**src/rtl/beep_pkg.sv**
```systemverilog
package beep_pkg;
    typedef enum logic [1:0] {
        ST_IDLE   = 2'd0,
        ST_TONE_A = 2'd1,
        ST_TONE_B = 2'd2
    } beep_state_e;

    localparam int FLAG_W    = 4;
    localparam int FL_START  = 0;
    localparam int FL_END    = 1;
    localparam int FL_DONE   = 2;
    localparam int FL_NEAR   = 3;
endpackage

```
**src/rtl/beep_tone.sv**
```systemverilog
// Half-period divider: phase starts high on restart, flips every DIV cycles.
module beep_tone #(
    parameter int DIV_W = 7
) (
    input  logic             clk,
    input  logic             rst_n,
    input  logic             restart,
    input  logic             enable,
    input  logic [DIV_W-1:0] div,
    output logic             wave
);
    logic [DIV_W-1:0] cnt;
    logic             phase;

    always_ff @(posedge clk or negedge rst_n) begin
        if (!rst_n) begin
            cnt   <= '0;
            phase <= 1'b1;
        end else if (restart) begin
            cnt   <= '0;
            phase <= 1'b1;
        end else if (enable) begin
            if (cnt == div - DIV_W'(1)) begin
                cnt   <= '0;
                phase <= ~phase;
            end else begin
                cnt <= cnt + DIV_W'(1);
            end
        end
    end

    assign wave = phase;
endmodule

```
**src/rtl/beep_dur.sv**
```systemverilog
// Duration timer: prescaler of TICKS cycles per unit, unit counter vs duration.
module beep_dur #(
    parameter int TICKS = 128,
    parameter int DUR_W = 8
) (
    input  logic             clk,
    input  logic             rst_n,
    input  logic             restart,
    input  logic             enable,
    input  logic [DUR_W-1:0] dur,
    output logic             done
);
    localparam int PRE_W = (TICKS > 1) ? $clog2(TICKS) : 1;

    logic [PRE_W-1:0] pre;
    logic [DUR_W-1:0] units;
    logic [DUR_W-1:0] dur_eff;
    logic             unit_wrap;

    assign dur_eff   = (dur == '0) ? DUR_W'(1) : dur;
    assign unit_wrap = (pre == PRE_W'(TICKS - 1));
    assign done      = enable && unit_wrap && (units == dur_eff - DUR_W'(1));

    always_ff @(posedge clk or negedge rst_n) begin
        if (!rst_n) begin
            pre   <= '0;
            units <= '0;
        end else if (restart) begin
            pre   <= '0;
            units <= '0;
        end else if (enable) begin
            if (unit_wrap) begin
                pre   <= '0;
                units <= units + DUR_W'(1);
            end else begin
                pre <= pre + PRE_W'(1);
            end
        end
    end
endmodule

```
**src/rtl/beep_seq.sv**
```systemverilog
module beep_seq #(
    parameter int DIV_W = 7,
    parameter int DUR_W = 8,
    parameter int CNT_W = 8,
    parameter int TICKS = 128
) (
    input  logic             clk,
    input  logic             rst_n,
    input  logic             start,
    input  logic             stop,
    input  logic             seq_mode,
    input  logic [CNT_W-1:0] seq_count,
    input  logic [DIV_W-1:0] div_a,
    input  logic [DUR_W-1:0] dur_a,
    input  logic [DIV_W-1:0] div_b,
    input  logic [DUR_W-1:0] dur_b,
    input  logic [3:0]       flag_clr,
    output logic             busy,
    output logic [3:0]       flags,
    output logic             pz_p,
    output logic             pz_n
);
    import beep_pkg::*;

    beep_state_e      st, st_nxt;
    logic             tone_start, load, pair_dec, tone_done, wave;
    logic [FLAG_W-1:0] flag_set;

    logic [DIV_W-1:0] cfg_div_a, cfg_div_b, cur_div;
    logic [DUR_W-1:0] cfg_dur_a, cfg_dur_b, cur_dur;
    logic             cfg_seq, cfg_forever;
    logic [CNT_W-1:0] pairs_left;
    logic             req_forever;

    assign req_forever = (seq_count == '0) || (seq_count == '1);
    assign cur_div     = (st == ST_TONE_B) ? cfg_div_b : cfg_div_a;
    assign cur_dur     = (st == ST_TONE_B) ? cfg_dur_b : cfg_dur_a;

    beep_tone #(.DIV_W(DIV_W)) u_tone (
        .clk(clk), .rst_n(rst_n), .restart(tone_start),
        .enable(busy), .div(cur_div), .wave(wave)
    );

    beep_dur #(.TICKS(TICKS), .DUR_W(DUR_W)) u_dur (
        .clk(clk), .rst_n(rst_n), .restart(tone_start),
        .enable(busy), .dur(cur_dur), .done(tone_done)
    );

    // Next-state and event decode
    always_comb begin
        st_nxt     = st;
        tone_start = 1'b0;
        load       = 1'b0;
        pair_dec   = 1'b0;
        flag_set   = '0;
        unique case (st)
            ST_IDLE: begin
                if (start) begin                       // LAUNCH
                    st_nxt             = ST_TONE_A;
                    tone_start         = 1'b1;
                    load               = 1'b1;
                    flag_set[FL_START] = 1'b1;
                    if (seq_mode && !req_forever && seq_count == CNT_W'(1))
                        flag_set[FL_NEAR] = 1'b1;
                end
            end
            ST_TONE_A: begin
                if (stop) begin                        // ABORT
                    st_nxt            = ST_IDLE;
                    flag_set[FL_DONE] = 1'b1;
                end else if (tone_done) begin
                    flag_set[FL_END] = 1'b1;
                    if (cfg_seq) begin                 // A_TO_B
                        st_nxt             = ST_TONE_B;
                        tone_start         = 1'b1;
                        flag_set[FL_START] = 1'b1;
                    end else begin                     // A_FINISH
                        st_nxt            = ST_IDLE;
                        flag_set[FL_DONE] = 1'b1;
                    end
                end
            end
            ST_TONE_B: begin
                if (stop) begin                        // ABORT
                    st_nxt            = ST_IDLE;
                    flag_set[FL_DONE] = 1'b1;
                end else if (tone_done) begin
                    flag_set[FL_END] = 1'b1;
                    if (!cfg_forever && pairs_left == CNT_W'(1)) begin // B_FINISH
                        st_nxt            = ST_IDLE;
                        flag_set[FL_DONE] = 1'b1;
                    end else begin                     // NEXT_PAIR
                        st_nxt             = ST_TONE_A;
                        tone_start         = 1'b1;
                        flag_set[FL_START] = 1'b1;
                        if (!cfg_forever) begin
                            pair_dec = 1'b1;
                            if (pairs_left == CNT_W'(2))
                                flag_set[FL_NEAR] = 1'b1;
                        end
                    end
                end
            end
            default: st_nxt = ST_IDLE;
        endcase
    end

    // State register
    always_ff @(posedge clk or negedge rst_n) begin
        if (!rst_n) st <= ST_IDLE;
        else        st <= st_nxt;
    end

    // Captured configuration, pair counter and flags
    always_ff @(posedge clk or negedge rst_n) begin
        if (!rst_n) begin
            cfg_div_a   <= '0;
            cfg_div_b   <= '0;
            cfg_dur_a   <= '0;
            cfg_dur_b   <= '0;
            cfg_seq     <= 1'b0;
            cfg_forever <= 1'b0;
            pairs_left  <= '0;
            flags       <= '0;
        end else begin
            if (load) begin
                cfg_div_a   <= div_a;
                cfg_div_b   <= div_b;
                cfg_dur_a   <= dur_a;
                cfg_dur_b   <= dur_b;
                cfg_seq     <= seq_mode;
                cfg_forever <= req_forever;
                pairs_left  <= seq_count;
            end else if (pair_dec) begin
                pairs_left <= pairs_left - CNT_W'(1);
            end
            flags <= (flags & ~flag_clr) | flag_set;
        end
    end

    // Outputs
    always_comb begin
        busy = (st != ST_IDLE);
        pz_p = busy && (cur_div != '0) && wave;
        pz_n = busy && (cur_div != '0) && !wave;
    end
endmodule

```
**config.mk**
```make
export PLATFORM = sky130hd
export DESIGN_NAME = beep_seq
export DESIGN_NICKNAME = d
export VERILOG_FILES = /design/src/rtl/beep_pkg.sv /design/src/rtl/beep_tone.sv /design/src/rtl/beep_dur.sv /design/src/rtl/beep_seq.sv
export SDC_FILE = /design/constraint.sdc
export NUM_CORES = 1
export LEC_CHECK = 0
export ABC_AREA = 1
export BUFFER_PORTS_ARGS = -buffer_cell sky130_fd_sc_hd__clkbuf_2
export CAP_MARGIN = 25
export CORE_MARGIN = 4
export CORE_UTILIZATION = 63
export DETAILED_ROUTE_END_ITERATION = 6
export PLACE_DENSITY = 0.86
export SYNTH_ARGS = -nofsm -noshare
export SYNTH_HDL_FRONTEND = slang
export SYNTH_HIERARCHICAL = 1
export SYNTH_SLANG_ARGS = --single-unit
```
**constraint.sdc**
```tcl
create_clock -name clk -period 6.2 [get_ports clk]
set_clock_uncertainty 0.1 [all_clocks]
set_input_delay 0.31 -clock clk [delete_from_list [all_inputs] [get_ports clk]]
set_output_delay 0.31 -clock clk [all_outputs]
set_load 0.01 [all_outputs]
```
**Word level (Yosys, flattened, before mapping)**

Cells that the tools add are included.
Widths: inputs -> output; s select.

- Bits in registers: 69
- Output and inout bits: 7
- Word-level logic and storage cells: 115

- Add/subtract/negate cells: 6
- Equality and inequality tests: 12
- Mux-type cells: 56
- Bitwise logic cells: 4
- Reduce and logical (&&, ||, !) cells: 24

Operators with widths:

| cell | count |
|---|---|
| $mux 8 | 7 |
| $mux 7 | 7 |
| $mux 1 | 27 |
| $eq 8x1->1 const B | 2 |
| $logic_not 8->1 | 2 |
| $mux 2 | 8 |
| $sub 8x1->8 const B | 2 |
| $add 7x1->7 const B | 2 |
| $reduce_bool 2->1 | 5 |
| $add 8x1->8 const B | 1 |
| $eq 8x2->1 const B | 1 |
| $eq 8x8->1 | 1 |
| $eq 8x8->1 const B | 1 |
| $logic_and 1x1->1 | 8 |
| $eq 7x7->1 | 1 |
| $eq 7x7->1 const B | 1 |
| $reduce_bool 7->1 | 1 |
| $sub 7x1->7 const B | 1 |
| $ne 3x3->1 const B | 2 |
| $pmux 1 s3 | 2 |
| $pmux 2 s3 | 1 |
| $and 4x4->4 | 1 |
| $mux 4 | 1 |
| $not 4->4 | 1 |
| other kinds (13) | 16 |

**Depth between registers and ports, before layout**

Gate-level depths: netlist of the first run.

- Depth after elaboration: 12
- Gate-level depth with buffers: 31

**Modules after synthesis**

The synthesis of the first run kept the hierarchy.

By module, submodules not included:

| module | instances | cells each | area each (um2) | sequential area each (um2) |
|---|---|---|---|---|
| beep_seq | 1 | 325 | 2,441.1 | 1,151.1 |
| beep_dur | 1 | 157 | 1,066.0 | 375.4 |
| beep_tone | 1 | 100 | 671.9 | 201.4 |

**Least setup slack after synthesis of the first run**

Ideal clock, no wire load.

- Path kind: register to register
- Start: register st[0]
- End: register u_tone.cnt[6]
- Data arrival time: 3,585 ps
- Data required time: 6,023 ps
- Slack: 2,438 ps
- Stages on the path, launching flop included: 32
- Path buffers: 2
- Cell sequence: dfrtp_1 > inv_1 > ha_1 > buf_6 > inv_4 > buf_2 > nand2_1 > nand2_1 > nor2_1 > nand2_1 > o21ai_0 > inv_1 > ha_1 > or2_2 > nand2_1 > nand2_1 > nand2_1 > nand3_1 > nor2_1 > nand3_1 > nor2_1 > nand2_1 > nand2_1 > nand2_1 > inv_1 > nor2_4 > clkinv_2 > nand3_1 > nor2_1 > nand2_1 > xor2_1 > a21oi_1

- Longest elaborated chain between the ends: 11
- Elaborated cells on any way between the ends: 23
- Those cells by class: 2 x add/sub; 4 x eq/ne; 11 x mux; 6 x reduce/logical

RTL lines:

| element | RTL line | text |
|---|---|---|
| start: declaration | beep_seq.sv:25 | `beep_state_e st, st_nxt;` |
| start signal: assignment | beep_seq.sv:111 | `else st <= st_nxt;` |
| $eq 2x2->1 (*) | beep_seq.sv:37 | `assign cur_dur = (st == ST_TONE_B) ? cfg_dur_b : cfg_dur_a;` |
| $mux 8 (*) | beep_seq.sv:37 |  |
| via cur_dur[2] | beep_seq.sv:30 | `logic [DUR_W-1:0] cfg_dur_a, cfg_dur_b, cur_dur;` |
| $logic_not 8->1 | beep_dur.sv:20 | `assign dur_eff = (dur == '0) ? DUR_W'(1) : dur;` |
| $mux 8 (*) | beep_dur.sv:20 |  |
| $sub 8x1->8 (*) | beep_dur.sv:22 | `assign done = enable && unit_wrap && (units == dur_eff - DUR_W'(1));` |
| $eq 8x8->1 (*) | beep_dur.sv:22 |  |
| $logic_and 1x1->1 (*) | beep_dur.sv:22 |  |
| via tone_done | beep_seq.sv:26 | `logic tone_start, load, pair_dec, tone_done, wave;` |
| $mux 1 (on tied branches) | beep_seq.sv:87, beep_seq.sv:71 |  |
| $mux 1 (on tied branches) | beep_seq.sv:84, beep_seq.sv:68 |  |
| $pmux 1 s3 (*) | beep_seq.sv:56 | `unique case (st)` |
| via tone_start | beep_seq.sv:26 |  |
| $mux 7 or $reduce_bool 2->1 (tied branches) | - |  |
| end signal: assignment | beep_tone.sv:27 | `cnt <= cnt + DIV_W'(1);` |
| end: declaration | beep_tone.sv:12 | `logic [DIV_W-1:0] cnt;` |

Mark *: on every way through the listed nets, which the timed path passes. The rest lies on a longest branch. The select of a mux whose other input is x is not followed.
A chain may end at the register's enable or synchronous reset.

**Worst setup path after layout of the first run**

Ends and elaborated chain as after synthesis.

==> summary.md, run 1 <==
| Metric | Value |
|---|---|
| GP Congestion | 0.913 |
| Worst Hold Class | in -> reg |
| Worst VDD drop | 0.272 mV |
| Min Clock Period, post-route | 4.60 ns |
| Register area share after synthesis | 41.3% |
| Clock tree from TritonCTS | yes |
| Number of fill cells | 512 |
| Synth Register Bits | 69 |
| Final wirelength | 9590 um |
| Internal power | 1.16 mW |
| Clock sinks | 69 |
| Clk Latency, worst-skew pair | 0.35 ns |
| Syn nets | 641 |
| CP arrival | 4.76 ns |
| Most common cell after layout, fill and taps aside | nand2_1 |
| Flop pwr share | 33.9% |
| Die height | 89.4 um |
| Seq. cell area | 0.00173 sq mm |
| Starting density of the core | 65.4% |
| Setup_tns | 0 ns |
| R2R Setup Slk | 1.60 ns |
| Post_cts resized | 0 |
| Worst r2r path cells | 29 |
| Clock network fraction of total power | 16.3% |
| Final Hold Fails | 0 |
| Lkg Pwr | 2.60 nW |
| CTS Hold Bufs | 0 |
| Post-synthesis cell count | 582 |
| Critical Path Fanout Max | 19 |
| Grt met1 use | 32.6% |
| Grt met2 use | 45.3% |
| Initial antenna violation count | 0 |
| Number of remaining DRC errors | 0 |
| Crit path max-delay cell type | ha_1 |
| CTS H-tree lvls | 3 |
| Die Area | 0.00800 sq mm |
| Inserted Clock Buffers | 9 |
| R2r endpoint | u_tone/cnt[6] |
| Final slew viol count | 0 |
| Routed vias | 3828 |
| GR peak layer | met2 |
| Longest Clk Path Bufs | 2 |
| Synth Warn # | 6 |
| Sw frac | 45.4% |
| EDFF count, synth | 0 |
| Worst Hold End | flags[1] |
| Syn Std Cell Area | 0.00418 sq mm |
| Final ANT Viol Nets | 0 |
| Drt first pass iters | 4 |
| Largest net degree at the start of global routing | 70 |
| Core footprint | 0.00639 sq mm |
| Relative slew slack | 42.8% |
| Met3 usage | 6.91% |
| Row count | 29 |
| PD cells | 454 mW/mm^2 |
| FMAX | 0.217 GHz |
| Die width | 89.4 um |
| CP required | 6.36 ns |
| Tightest Pin Transition | 0.857 ns |
| Final #Nets | 696 |
| Critical Path Source Type | flop |
| Final period utilization | 74.2% |
| Distinct cells, synth | 37 |
| Via density | 5.34 |
| 1st-iter DRT viols | 167 |
| Synth Flop Type | dfrtp_1 |
| Hold Crit Depth | 2 |
| Vias in the first global route | 3859 |
| Hpwl dp | 7240 um |
| Syn avg cell area | 7.18 sq um |
| Post-DP Area | 0.00450 sq mm |
| CP max stage delay | 0.58 ns |
| Clock Tree Root | clkbuf_8 |
| Total GRT Usage | 26.8% |
| PortBufs | 53 |
| Cell repeated most along the worst path | nand2_1 |
| Share of cells above drive strength 1 | 16.6% |
| I/O pin cnt | 54 |
| Max Cap Violations | 0 |
| Buffer count from post-CTS setup fixing | 0 |
| Multi-input logic area | 0.00210 sq mm |
| Reg-to-reg startpoint | st[0] |
| Final Instance Area | 0.00468 sq mm |
| Unrepaired setup endpoints after global routing | false |
| Sw Pwr | 0.965 mW |
| Clk slew on worst S/H paths | 0.07 ns |
| Status | completed |
| CP Class | reg -> reg |
| Final setup viols | 0 |
| Remaining Overflow, GRT | 0 |
| Logic pwr share | 49.9% |
| Crit end category | flop |
| Most frequent cells in the layout | nand2_1, dfrtp_1, inv_1 |
| Hold path start | flag_clr[1] |
| Routed length per instance | 13.4 um |
| Inserted Diodes | 0 |
| Area Growth Syn to Fin | 12.0% |
| Asr flop ratio synth | 100% |
| First-pass GRT wire length | 16500 um |
-- power by group through the flow --
| stage | sequential, mW | clock (mW) | combinational, mW |
|---|---|---|---|
| final | 0.720 | 0.345 | 1.06 |
| after global routing | 0.737 | 0.371 | 1.22 |
| after CTS | 0.717 | 0.352 | 1.06 |
| after detailed placement | 0.722 | 0 | 1.05 |
| after global placement | 0.718 | 0 | 0.998 |
| after floorplan | 0.692 | 0 | 0.833 |
-- cells by family after synthesis --
kind of cell / share of synthesized area [%]
adders and majority gates: 3.59
DFF: 41.3
xor gates and xnor gates: 3.56
buffers and inverters: 8.29
AOI/OAI and AO/OA: 7.01
and+or+nand+nor: 36.2
-- synthesized netlist by cell type, drive strengths merged (3+ instances only) --
| cell type | count | area [sq um] |
|---|---|---|
| nand3 | 31 | 173 |
| nand4 | 9 | 56.3 |
| o22ai | 4 | 25.0 |
| dfrtp | 68 | 1700 |
| a21oi | 18 | 105 |
| buf | 8 | 46.3 |
| inv | 73 | 279 |
| o211ai | 4 | 30.0 |
| o21ai | 24 | 120 |
| nor2 | 48 | 231 |
| or2 | 5 | 31.3 |
| xor2 | 12 | 105 |
| xnor2 | 5 | 43.8 |
| nand2 | 244 | 953 |
| clkbuf | 3 | 11.3 |
| nor3 | 5 | 25.0 |
| ha | 12 | 150 |
-- worst max-delay path, delay by kind of cell (launching register included) --
family,cells,cell delay (ns)
AND/OR/NAND/NOR,19,2.06
adder cells (fa/ha/maj),2,0.82
buffers and inverters,5,0.64
flip-flops,1,0.41
AO/OA/AOI/OAI,2,0.35
XOR/XNOR,1,0.14
-- sequential cells by signal, summed over array words and instances, names as in the netlist --
register	count
st	2
cfg_div_b	7
cfg_dur_a	8
flags	4
u_tone/cnt	7
pairs_left	8
cfg_dur_b	8
cfg_forever	1
u_tone/wave	1
cfg_seq	1
cfg_div_a	7
u_dur/units	8
u_dur/pre	7
-- final cells by class --
type / count / share of cell area [%]
clock inverter: 1 / 0.107
tap: 77 / 2.06
inverter: 75 / 6.17
clock buffer: 13 / 3.82
multi-input combinational: 427 / 44.9
timing repair buffer: 55 / 5.99
sequential: 69 / 36.9
-- metrics by stage --
stage                     power (mW)  util [%]  setup WS (ns)  hold slack (ns)  instances
final                           2.13      73.3           1.60           0.0456        717
after global routing            2.32      73.3           1.02           0.0297        717
after CTS                       2.13      73.3           1.66           0.0294        717
after detailed placement        1.77      70.4           1.65            0.366        703
after global placement          1.72      70.4           1.94            0.363        703
after floorplan                 1.52         -           2.44          -0.0856        582
-- per-layer routing --
layer	wire [um]	up-vias
met4	252	0
li1	-	1925
met5	0	-
met3	603	25
met2	4690	116
met1	4040	1762
-- how the worst max path moves through the flow --
stage | cells past startpoint | slack [ns] | end | from
after global placement | 29 | 1.94 | u_tone/cnt[6] | st[0]
after global routing | 28 | 1.02 | u_tone/cnt[4] | st[0]
after CTS | 29 | 1.66 | u_tone/cnt[6] | st[0]
after floorplan | 31 | 2.44 | u_tone/cnt[6] | st[0]
final | 29 | 1.60 | u_tone/cnt[6] | st[0]
after detailed placement | 29 | 1.65 | u_tone/cnt[6] | st[0]
Power figures use the tool's default switching activity.
==> inputs of run 2 (changes only) <==
--- a/config.mk
+++ b/config.mk
@@ -9,9 +9,9 @@
 export BUFFER_PORTS_ARGS = -buffer_cell sky130_fd_sc_hd__clkbuf_2
 export CAP_MARGIN = 25
 export CORE_MARGIN = 4
-export CORE_UTILIZATION = 63
+export CORE_UTILIZATION = 58
 export DETAILED_ROUTE_END_ITERATION = 6
-export PLACE_DENSITY = 0.86
+export PLACE_DENSITY = 0.8
 export SYNTH_ARGS = -nofsm -noshare
 export SYNTH_HDL_FRONTEND = slang
 export SYNTH_HIERARCHICAL = 1
==> constraint.sdc (replaced) <==
create_clock -name clk -period 4.72 [get_ports clk]
set_clock_uncertainty 0.1 [all_clocks]
set_input_delay 0.236 -clock clk [delete_from_list [all_inputs] [get_ports clk]]
set_output_delay 0.236 -clock clk [all_outputs]
set_load 0.01 [all_outputs]
==> run 2 against run 1 <==
Against the previous run: clock power rose by 48%; final cell count rose by 7.1%; highest routed layer unchanged; global-route usage fell by 1.3 points; fmax rose by 8.3%; critical path depth did not move; combinational power rose by 34%; largest power group unchanged; first-iteration DRC count rose by 45%; routed wire length rose by 5.6%; utilization fell by 0.43 points; cell area rose by 7.5%; worst setup slack got worse by 1.1 ns; power rose by 35%.
==> summary.md, run 2 (synthesis gave the netlist of run 1 again) <==
| Metric | Value |
|---|---|
| Buf/Inv on CP | 5 (unchanged) |
| CP top delay family | simple AND/OR/NAND/NOR gates |
| Via density | 5.19 (-2.8%) |
| CP max stage delay | 0.40 ns (-0.18 ns) |
| Worst r2r path cells | 29 (unchanged) |
| Worst Hold End | cfg_div_a[2] |
| Number of remaining DRC errors | 0 (unchanged) |
| CP required | 4.88 ns (-1.48 ns) |
| Inserted Diodes | 0 (unchanged) |
| R2R Setup Slk | 0.47 ns (-1.13 ns) |
| Final wirelength | 10100 um (+5.6%) |
| Setup_tns | 0 ns (unchanged) |
| Hold path start | div_a[2] |
| Final slew viol count | 0 (unchanged) |
| First-pass GRT wire length | 17600 um (+6.5%) |
| Clock Tree Root | clkbuf_8 |
| Vias in the first global route | 4031 (+4.5%) |
| Initial antenna violation count | 0 (unchanged) |
| FMAX | 0.235 GHz (+8.3%) |
| Number of fill cells | 574 (+12%) |
| Final Hold Fails | 0 (unchanged) |
| Longest Clk Path Bufs | 2 (unchanged) |
| Share of cells above drive strength 1 | 16.2% (-0.34 points) |
| Status | completed |
| Starting density of the core | 60.5% (-4.9 points) |
| Final setup viols | 0 (unchanged) |
| Area Growth Syn to Fin | 20.4% |
| CTS H-tree lvls | 3 (unchanged) |
| Worst Hold Class | in -> reg |
| Die width | 92.9 um (+3.8%) |
| PnR Total Power | 2.87 mW (+35%) |
| Clock tree from TritonCTS | yes |
| Most frequent cells in the layout | nand2_1, dfrtp_1, inv_1 |
| Worst VDD drop | 0.390 mV (+43%) |
| Clock sinks | 69 (unchanged) |
| Core footprint | 0.00691 sq mm (+8.2%) |
| Max Cap Violations | 0 (unchanged) |
| Largest net degree at the start of global routing | 45 (-36%) |
| CP arrival | 4.41 ns (-0.35 ns) |
| PD cells | 569 mW/mm^2 (+25%) |
| Clk slew on worst S/H paths | 0.07 ns (about the same) |
| Row count | 30 (+3.4%) |
| Min Clock Period, post-route | 4.25 ns (-0.351 ns) |
| Routed vias | 3987 (+4.2%) |
| CP Class | reg -> reg |
| Relative slew slack | 51.0% (+8.2 points) |
| GP Congestion | 0.927 (+1.5%) |
| Crit end category | flop |
| Crit path max-delay cell type | dfrtp_1 |
| Reg-to-reg startpoint | st[0] |
| Die Area | 0.00863 sq mm (+7.8%) |
| Unrepaired setup endpoints after global routing | false |
| Hpwl dp | 7220 um (-0.34%) |
| Lkg Pwr | 2.73 nW (+5.1%) |
| Remaining Overflow, GRT | 0 (unchanged) |
| R2r endpoint | u_tone/cnt[6] |
| 1st-iter DRT viols | 242 (+45%) |
| Final #Nets | 726 (+4.3%) |
| Hold Crit Depth | 3 (+1) |
| Clk Latency, worst-skew pair | 0.34 ns (about the same) |
| Cell repeated most along the worst path | nand2_1 |
| Critical Path Fanout Max | 15 (-4) |
| Final period utilization | 90.0% (+16 points) |
| Most common cell after layout, fill and taps aside | nand2_1 |
| Routed length per instance | 13.2 um (-1.4%) |
| PortBufs | 53 (unchanged) |
| Critical Path Source Type | flop |
| Die height | 92.9 um (+3.8%) |
| Inserted Clock Buffers | 9 (unchanged) |
| Drt first pass iters | 4 (unchanged) |
| Tightest Pin Transition | 0.734 ns (-0.123 ns) |
| Total GRT Usage | 25.4% (-1.3 points) |
| Buffer count from post-CTS setup fixing | 0 (unchanged) |
| Final ANT Viol Nets | 0 (unchanged) |
| I/O pin cnt | 54 (unchanged) |
## run 2: power by group
group	internal, mW	switching (mW)	total [mW]
clock network	0.287	0.222	0.509
logic	0.501	0.917	1.42
registers	0.800	0.139	0.939
total	1.59	1.28	2.87
## run 2: tightest hold or removal path: cells and delay by family
kind          cells  cell delay (ns)
simple gates      2             0.09
buf+inv           1             0.09
## run 2: metal layers
layer  up-vias  part of all wire, %  GRT usage (%)  wire length, um
li1       1981                    -              -                -
met2       105                   52           44.5             5220
met4         0                  2.0           8.18              198
met1      1878                   42           31.3             4240
met3        23                  4.6           5.20              469
met5         -                    0              0                0
## run 2: what timing repair did
| action | 4_1_cts | 5_1_grt |
|---|---|---|
| endpoints found under the hold margin | 55 | 0 |
| endpoints found under the setup margin | 0 | 5 |
| hold buffers | 29 | 0 |
| gates resized for setup | 0 | 1 |
## run 2: metrics by stage
step / utilization, % / area (sq um) / hold slack, ns / instances / worst slack (ns)
2_1_floorplan: - / 4180 / -0.160 / 582 / 0.958
3_3_place_gp: 65.6 / 4530 / 0.192 / 723 / 0.657
3_5_place_dp: 65.6 / 4530 / 0.198 / 723 / 0.391
4_1_cts: 72.8 / 5030 / 0.000233 / 768 / 0.356
5_1_grt: 72.9 / 5030 / 0.0153 / 768 / 0.0142
6_report: 72.9 / 5030 / 0.00898 / 768 / 0.472
## run 2: cell type report
class                           count  area (sq um)  share of cell area (%)
Multi-Input combinational cell    427          2110                    41.9
Tap cell                           96           120                    2.39
Timing Repair Buffer               85           578                    11.5
Clock buffer                       13           169                    3.36
Inverter                           75           289                    5.74
Clock inverter                      3          42.5                   0.845
Sequential cell                    69          1730                    34.3
## run 2: worst max path at each step
stage	startpoint	to	cells past startpoint
after floorplan	st[0]	u_tone/cnt[6]	31
after detailed placement	st[0]	u_tone/cnt[6]	29
final	st[0]	u_tone/cnt[6]	29
after global routing	st[0]	u_tone/cnt[4]	28
after global placement	st[0]	u_tone/cnt[6]	29
after CTS	st[0]	u_tone/cnt[6]	29
==> inputs of run 3 (changes only) <==
--- a/config.mk
+++ b/config.mk
@@ -10,6 +10,7 @@
 export CAP_MARGIN = 25
 export CORE_MARGIN = 4
 export CORE_UTILIZATION = 58
+export CTS_BUF_LIST = sky130_fd_sc_hd__clkbuf_16
 export DETAILED_ROUTE_END_ITERATION = 6
 export PLACE_DENSITY = 0.8
 export SYNTH_ARGS = -nofsm -noshare
==> run 3 against run 2 <==
Against the previous run: global-route usage about the same; clock power increased by 27%; first-iteration DRC count decreased by 19%; count of clock-buffer cells in the layout decreased by 4; sequential share of layout area increased by 0.67 points; critical endpoint unchanged; largest cell class unchanged; highest routed layer unchanged.
==> summary.md, run 3 (synthesis gave the netlist of run 1 again) <==
| Metric | Value |
|---|---|
| Final period utilization | 90.8% (+0.85 points) |
| Cell repeated most along the worst path | nand2_1 |
| Final ANT Viol Nets | 0 (unchanged) |
| Critical Path Fanout Max | 15 (unchanged) |
| Clock Tree Root | clkbuf_16 |
| Die height | 92.9 um (unchanged) |
| Die Area | 0.00863 sq mm (unchanged) |
| Crit path max-delay cell type | dfrtp_1 |
| 1st-iter DRT viols | 197 (-19%) |
| Critical Path Source Type | flop |
| Final Hold Fails | 0 (unchanged) |
| CP Class | reg -> reg |
| Routed vias | 3872 (-2.9%) |
| Worst Hold Class | in -> reg |
| CTS H-tree lvls | 3 (unchanged) |
| GP Congestion | 0.927 (unchanged) |
| Starting density of the core | 60.5% (unchanged) |
| Remaining Overflow, GRT | 0 (unchanged) |
| Hold Crit Depth | 3 (unchanged) |
| Relative slew slack | 51.2% (+0.20 points) |
| Final setup viols | 0 (unchanged) |
| Lkg Pwr | 2.69 nW (-1.4%) |
| Most frequent cells in the layout | nand2_1, dfrtp_1, inv_1 |
| Total GRT Usage | 25.4% (-0.034 points) |
| Number of remaining DRC errors | 0 (unchanged) |
| Die width | 92.9 um (unchanged) |
| Inserted Clock Buffers | 9 (unchanged) |
| Number of fill cells | 579 (+0.87%) |
| Max Cap Violations | 0 (unchanged) |
| Most common cell after layout, fill and taps aside | nand2_1 |
| Final Util | 71.5% (-1.4 points) |
| Status | completed |
| Min Clock Period, post-route | 4.29 ns (+0.0400 ns) |
| Tightest Pin Transition | 0.731 ns (-0.00293 ns) |
| Final wirelength | 10000 um (-1.0%) |
| First-pass GRT wire length | 17500 um (-0.51%) |
| PortBufs | 53 (unchanged) |
| Routed length per instance | 13.4 um (+1.2%) |
| Inserted Diodes | 0 (unchanged) |
| FMAX | 0.233 GHz (-0.93%) |
| Area Growth Syn to Fin | 18.1% |
| Drt first pass iters | 4 (unchanged) |
| Clk slew on worst S/H paths | 0.05 ns (-0.02 ns) |
| Share of cells above drive strength 1 | 16.3% (+0.12 points) |
| Final slew viol count | 0 (unchanged) |
| Crit end category | flop |
| Clock sinks | 69 (unchanged) |
| Longest Clk Path Bufs | 2 (unchanged) |
| Row count | 30 (unchanged) |
| CP arrival | 4.44 ns (+0.03 ns) |
| CP required | 4.87 ns (about the same) |
| PD cells | 608 mW/mm^2 (+6.8%) |
| Clock tree from TritonCTS | yes |
| Final #Nets | 709 (-2.3%) |
| Via density | 5.16 (-0.69%) |
| Initial antenna violation count | 0 (unchanged) |
| Buffer count from post-CTS setup fixing | 0 (unchanged) |
| Vias in the first global route | 3953 (-1.9%) |
| Clk Latency, worst-skew pair | 0.33 ns (about the same) |
| Unrepaired setup endpoints after global routing | false |
| Setup_tns | 0 ns (unchanged) |
| I/O pin cnt | 54 (unchanged) |
| Hpwl dp | 7220 um (unchanged) |
| CP max stage delay | 0.41 ns (about the same) |
| Worst r2r path cells | 29 (unchanged) |
| Largest net degree at the start of global routing | 45 (unchanged) |
| Worst VDD drop | 0.330 mV (-15%) |
| Core footprint | 0.00691 sq mm (unchanged) |
run 3: cell count changes in the layout (fill, tap and decap cells not counted), sizes merged:
cell,change
clkinv,+3
inv,+1
clkbuf,-4
dlygate4sd3,-17
run 3: final timing paths:
check / start / to / slack [ns]
setup / recovery: st[0] / u_tone/cnt[6] / 0.43
hold / removal: dur_a[2] / cfg_dur_a[2] / 0.003
setup reg to reg: st[0] / u_tone/cnt[6] / 0.43
hold reg to reg: cfg_dur_a[3] / cfg_dur_a[3] / 0.38
max in group asynchronous: rst_n / u_dur/pre[1] / 3.21
min in group asynchronous: rst_n / pairs_left[3] / 0.36
run 3: timing repair:
action	in CTS	in global routing
endpoints found under the hold margin	38	0
hold buffers	12	0
resized for setup	0	2
endpoints found under the setup margin	0	8
run 3: stage by stage:
step / std cells / instance area [sq um] / setup WS [ns] / power, mW / hold slack [ns]
2_1_floorplan: 582 / 4180 / 0.958 / 2.00 / -0.160
3_3_place_gp: 723 / 4530 / 0.657 / 2.27 / 0.192
3_5_place_dp: 723 / 4530 / 0.391 / 2.32 / 0.198
4_1_cts: 751 / 4930 / 0.312 / 3.00 / 0.0000382
5_1_grt: 751 / 4940 / 0.0368 / 3.27 / 0.00794
6_report: 751 / 4940 / 0.432 / 3.00 / 0.00282
run 3: layout make-up:
class / count / area, sq um / share of cell area [%]
clock buffers: 9 / 225 / 4.56
clock inverters: 7 / 57.6 / 1.17
inverters: 75 / 289 / 5.85
multi-input cells: 427 / 2110 / 42.7
flip-flops and latches: 69 / 1730 / 35.0
well taps: 96 / 120 / 2.43
repair buffers: 68 / 408 / 8.26
run 3: layer usage:
layer	vias to the layer above	part of all wire [%]	track usage (%)	routed length, um
met5	-	0	0	0
met4	0	1.6	8.06	159
met3	21	4.8	4.87	481
met2	103	52	44.7	5200
met1	1802	42	31.2	4180
li1	1946	-	-	-
run 3: where the power goes:
part / switching [mW] / internal [mW]
clock network: 0.246 / 0.400
registers: 0.139 / 0.802
logic: 0.923 / 0.492
total: 1.31 / 1.69
run 3: worst max-delay path, delay by kind of cell (launching register included):
family / cells / cell delay, ns
flip-flops: 1 / 0.41
AND/OR/NAND/NOR: 19 / 2.05
AO/OA/AOI/OAI: 2 / 0.36
XOR/XNOR: 1 / 0.14
adder cells (fa/ha/maj): 2 / 0.55
buffers and inverters: 5 / 0.59
